`src/rtl/asu_pkg.sv`:
```
package asu_pkg;

  typedef enum logic [1:0] {
    OP_ADD = 2'd0,
    OP_SUB = 2'd1,
    OP_INC = 2'd2,
    OP_DEC = 2'd3
  } asuOp_e;

  // status byte bit positions
  localparam int BIT_C = 0;
  localparam int BIT_Z = 1;
  localparam int BIT_N = 2;
  localparam int BIT_V = 3;
  localparam int BIT_S = 4;
  localparam int BIT_H = 5;
  localparam int BIT_T = 6;
  localparam int BIT_I = 7;
  localparam int STAT_W = 8;

  typedef struct packed {
    logic subMode;     // subtract path
    logic unitOperand; // second operand forced to one
    logic updCarry;    // write C
    logic updHalf;     // write H
    logic updArith;    // write Z, N, V, S
    logic loadAll;     // whole-byte load
  } asuStrobe_t;

endpackage

```
`src/rtl/asu_ctrl.sv`:
```
module asu_ctrl
  import asu_pkg::*;
(
  input  logic       opValid,
  input  logic [1:0] opSel,
  input  logic       statWrEn,
  output asuStrobe_t strobe
);

  asuOp_e opKind;
  logic   applyOp;

  assign opKind  = asuOp_e'(opSel);
  assign applyOp = opValid && !statWrEn;

  always_comb begin
    strobe          = '0;
    strobe.loadAll  = statWrEn;
    strobe.updArith = applyOp;
    unique case (opKind)
      OP_ADD: begin
        strobe.updCarry = applyOp;
        strobe.updHalf  = applyOp;
      end
      OP_SUB: begin
        strobe.subMode  = 1'b1;
        strobe.updCarry = applyOp;
        strobe.updHalf  = applyOp;
      end
      OP_INC: begin
        strobe.unitOperand = 1'b1;
      end
      OP_DEC: begin
        strobe.subMode     = 1'b1;
        strobe.unitOperand = 1'b1;
      end
      default: strobe = '0;
    endcase
  end

endmodule

```
`src/rtl/asu_datapath.sv`:
```
module asu_datapath
  import asu_pkg::*;
#(
  parameter int DATA_W = 8
) (
  input  logic                clk,
  input  logic                rstN,
  input  asuStrobe_t          strobe,
  input  logic [DATA_W-1:0]   opA,
  input  logic [DATA_W-1:0]   opB,
  input  logic [STAT_W-1:0]   wrData,
  output logic [DATA_W-1:0]   result,
  output logic [STAT_W-1:0]   status
);

  localparam int NIB_W  = 4;
  localparam int MSB    = DATA_W - 1;
  localparam logic [DATA_W-1:0] ONE = DATA_W'(1);

  logic [DATA_W-1:0] rhs;
  logic [DATA_W:0]   wide;
  logic [NIB_W:0]    nib;
  logic              carryOut, halfOut, zeroOut, negOut, ovfOut;

  assign rhs = strobe.unitOperand ? ONE : opB;

  always_comb begin
    if (strobe.subMode) begin
      wide = {1'b0, opA} - {1'b0, rhs};
      nib  = {1'b0, opA[NIB_W-1:0]} - {1'b0, rhs[NIB_W-1:0]};
    end else begin
      wide = {1'b0, opA} + {1'b0, rhs};
      nib  = {1'b0, opA[NIB_W-1:0]} + {1'b0, rhs[NIB_W-1:0]};
    end
  end

  assign result   = wide[DATA_W-1:0];
  assign carryOut = wide[DATA_W];
  assign halfOut  = nib[NIB_W];
  assign zeroOut  = (result == '0);
  assign negOut   = result[MSB];
  assign ovfOut   = strobe.subMode
                  ? ((opA[MSB] != rhs[MSB]) && (result[MSB] != opA[MSB]))
                  : ((opA[MSB] == rhs[MSB]) && (result[MSB] != opA[MSB]));

  always_ff @(posedge clk) begin
    if (!rstN) begin
      status <= '0;
    end else if (strobe.loadAll) begin
      status <= wrData;
    end else begin
      if (strobe.updCarry) status[BIT_C] <= carryOut;
      if (strobe.updHalf)  status[BIT_H] <= halfOut;
      if (strobe.updArith) begin
        status[BIT_Z] <= zeroOut;
        status[BIT_N] <= negOut;
        status[BIT_V] <= ovfOut;
        status[BIT_S] <= negOut ^ ovfOut;
      end
    end
  end

endmodule

```
`src/rtl/arith_status_unit.sv`:
```
module arith_status_unit
  import asu_pkg::*;
#(
  parameter int DATA_W = 8
) (
  input  logic              clk,
  input  logic              rstN,
  input  logic              opValid,
  input  logic [1:0]        opSel,
  input  logic [DATA_W-1:0] opA,
  input  logic [DATA_W-1:0] opB,
  input  logic              statWrEn,
  input  logic [STAT_W-1:0] statWrData,
  output logic [DATA_W-1:0] result,
  output logic [STAT_W-1:0] statusOut
);

  asuStrobe_t strobe;

  asu_ctrl ctrl_i (
    .opValid  (opValid),
    .opSel    (opSel),
    .statWrEn (statWrEn),
    .strobe   (strobe)
  );

  asu_datapath #(.DATA_W(DATA_W)) dp_i (
    .clk    (clk),
    .rstN   (rstN),
    .strobe (strobe),
    .opA    (opA),
    .opB    (opB),
    .wrData (statWrData),
    .result (result),
    .status (statusOut)
  );

endmodule

```
`config.mk`:
```
export PLATFORM = sky130hd
export DESIGN_NAME = arith_status_unit
export DESIGN_NICKNAME = d
export VERILOG_FILES = /design/src/rtl/asu_pkg.sv /design/src/rtl/asu_ctrl.sv /design/src/rtl/asu_datapath.sv /design/src/rtl/arith_status_unit.sv
export SDC_FILE = /design/constraint.sdc
export NUM_CORES = 1
export LEC_CHECK = 0
export BUFFER_PORTS_ARGS = -buffer_cell sky130_fd_sc_hd__buf_2
export CORE_MARGIN = 1
export CORE_UTILIZATION = 50
export CTS_CLUSTER_SIZE = 8
export DETAILED_ROUTE_END_ITERATION = 16
export HOLD_SLACK_MARGIN = 0.05
export PLACE_DENSITY = 0.85
export SYNTH_ARGS = -nofsm -noshare
export SYNTH_HDL_FRONTEND = slang
export SYNTH_SLANG_ARGS = --single-unit
```
`constraint.sdc`:
```
create_clock -name clk -period 4.9 [get_ports clk]
set_input_delay 0.49 -clock clk [delete_from_list [all_inputs] [get_ports clk]]
set_output_delay 0.49 -clock clk [all_outputs]
set_load 0.02 [all_outputs]
```
==> metrics.md <==
| Metric | Value |
|---|---|
| Status | finished, final reports clean |
| Synthesized flop and latch total | 8 |
| Proportion of layout cells with a drive suffix above 1 | 32.6% |
| Final Setup Violations | 0 |
| Number of synthesized flops with an enable pin | 0 |
| Nets | 214 |
| Worst-path fanout max | 15 |
| Yosys cell types | 38 |
| Clk sinks | 8 |
| Largest regs | dp_i.status x8 |
| Final-report hold violation count | 0 |
| # IOs | 46 |
| Clock Skew | 0 ns |
| GRT Residual Overflow | 0 |
| P&R area growth vs syn | 27.4% |
| Leakage power total | 0.599 nW |
| Period utilization | 72.1% |
| WS Path Type | in2out |
| Yosys warns | 0 |
| CP Data Arrival Time | 3.05 ns |
| Crit path time final | 3.54 ns |
| Leading area contributor after synthesis | dfxtp_1 |
| Max Fclk | 0.283 GHz |
| Avg WL per Cell | 11.9 microns |
| Die span in x | 46.2 microns |
| Gate Count Post-Synth | 127 |
| Path category of the worst min-delay check | in2reg |
| PortBufs | 45 |
| Rows | 15 |
| Async set-reset flop share out of synthesis | 0% |
| Root Driver | clkbuf_4 |
| Max-cap violations | 0 |
| Syn_nets | 167 |
| DRC | 0 |
| Top_reg_cell synth | dfxtp_1 |
| Register area share after synthesis | 16.4% |
| Setup tns final | 0 ns |
| RSZ-0062 raised after global routing | false |
| CTS hold repair buffers | 0 |
| Initial Util | 54.8% |
| Largest net degree at the start of global routing | 16 |
| Crit end category | output pin |
| Via count | 1,055 |
| Gp weighted congestion | 0.775 |
| Number of global-route vias before repair | 947 |
| Worst Max-Slew Pin Slew | 0.490 ns |
| Post-CTS sizing | 0 |
| CP required | 4.41 ns |
| Dpl hpwl | 1960 microns |
| Post-CTS setup buffers | 0 |
| Antenna Cells | 0 |
| Syn_area_per_cell | 7.69 sq um |
| Final ANT Viol Nets | 0 |
| Reg with most FFs | dp_i.status |
| Synth Cell Area | 977 sq um |
| Critical Path Start Type | input pin |
| Most frequent cells in the layout | buf_2 (45), nor2_1 (13), a21oi_1 (12), xnor2_1 (12), ha_1 (9) |
| DR pass1 iterations | 4 |
| Core area | 1780 sq um |
| 1st-iter DRT viols | 20 |
| Worst skew pair latency | 0.26 ns |
| H-tree levels | 1 |
| Total Wirelength | 2340 microns |
| CTS max path bufs | 2 |
| Die area | 2140 sq um |
| Max reg flops | 8 |
| Post-synth top area share | 16.4% |
| Finished Layout Cells | 197 |
| Commonest non-fill, non-tap cell in the layout | buf_2 |
| CTS clk-pin slew, worst paths | 0.05 ns |
| GRT Util Overall | 24.7% |
| Final Slew Violations | 0 |
| Chip height | 46.2 microns |
| Vias per inst | 5.36 |
| Worst vdd ir | 0.114 mV |
| First-pass GRT wire length | 3900 microns |
| Placed insts | 194 |
| Area contributors post-synth | dfxtp_1 (16%), ha_1 (12%), xnor2_1 (11%) |
| Initial antenna violation count | 0 |
| Max_slew headroom | 66.9% |
| CTS tree | yes |
| CTS buffer count | 3 |
| Pwr Density | 249 nW/um^2 |
-- through the flow --
stage / instance area [sq um] / setup WS [ns] / hold WS (ns) / util (%) / total power, mW
floorplan: 977 / 1.68 / 0.584 / - / 0.205
global placement: 1220 / 1.47 / 0.466 / 68.6 / 0.254
detailed placement: 1220 / 1.38 / 0.485 / 68.6 / 0.259
CTS: 1240 / 1.36 / 0.464 / 69.8 / 0.311
global route: 1240 / 1.15 / 0.476 / 69.8 / 0.332
finish: 1240 / 1.36 / 0.462 / 69.8 / 0.310
-- final timing paths --
kind | from | slack, ns | end | cells past startpoint
worst max-delay path | opSel[1] | 1.36 | result[7] | 12
worst min-delay path | statWrData[2] | 0.46 | dp_i.status[2] | 3
worst max register to register | dp_i.status[4] | 4.09 | dp_i.status[4] | 3
worst min register to register | dp_i.status[7] | 0.50 | dp_i.status[7] | 2
-- power by group --
| group | switching (mW) | internal, mW |
|---|---|---|
| Sequential | 0.00223 | 0.0702 |
| Combinational | 0.109 | 0.0764 |
| Clock | 0.0237 | 0.0281 |
-- Yosys cell counts, types with 3 or more instances --
master / number
nand2_1: 4
xnor2_1: 12
nor2_1: 13
o21ai_0: 8
nand3_1: 4
ha_1: 9
inv_1: 8
a21oi_1: 12
nor2b_1: 6
mux2i_1: 3
nand2b_1: 4
dfxtp_1: 8
-- area by class of cell --
class                           count  area, sq um
Clock buffer                        3         22.5
Fill cell                         158          538
Inverter                            8         30.0
Multi-Input combinational cell    108          776
Sequential cell                     8          160
Tap cell                           25         31.3
Timing Repair Buffer               45          225
-- routing by layer --
layer	GRT usage [%]	vias up	share of wire (%)
met3	2.35	2	4.0
met1	30.8	472	45
met2	43.1	35	50
li1	-	546	-
met4	9.41	0	0.90
met5	0	-	0
-- cells by family (layout without fill, tap and decap cells) --
logic type | after synthesis | after routing | share of synthesized area (%)
AO/OA/AOI/OAI | 36 | 36 | 24.5
adder cells (fa/ha/maj) | 10 | 10 | 13.6
AND/OR/NAND/NOR | 43 | 43 | 23.4
XOR/XNOR | 14 | 14 | 12.5
multiplexers | 5 | 5 | 5.38
flip-flops | 8 | 8 | 16.4
buffers and inverters | 11 | 56 | 4.23
-- critical path, cell delays in order --
cell and delay, ns:
buf_2 0.21, or2_2 0.18, inv_1 0.04, ha_1 0.20
a21oi_1 0.27, xnor2_1 0.12, ha_1 0.34, a21o_1 0.24
or4b_1 0.47, o21a_1 0.20, nand2_2 0.11, buf_2 0.17
No activity file was read; power rests on OpenSTA's default activity.
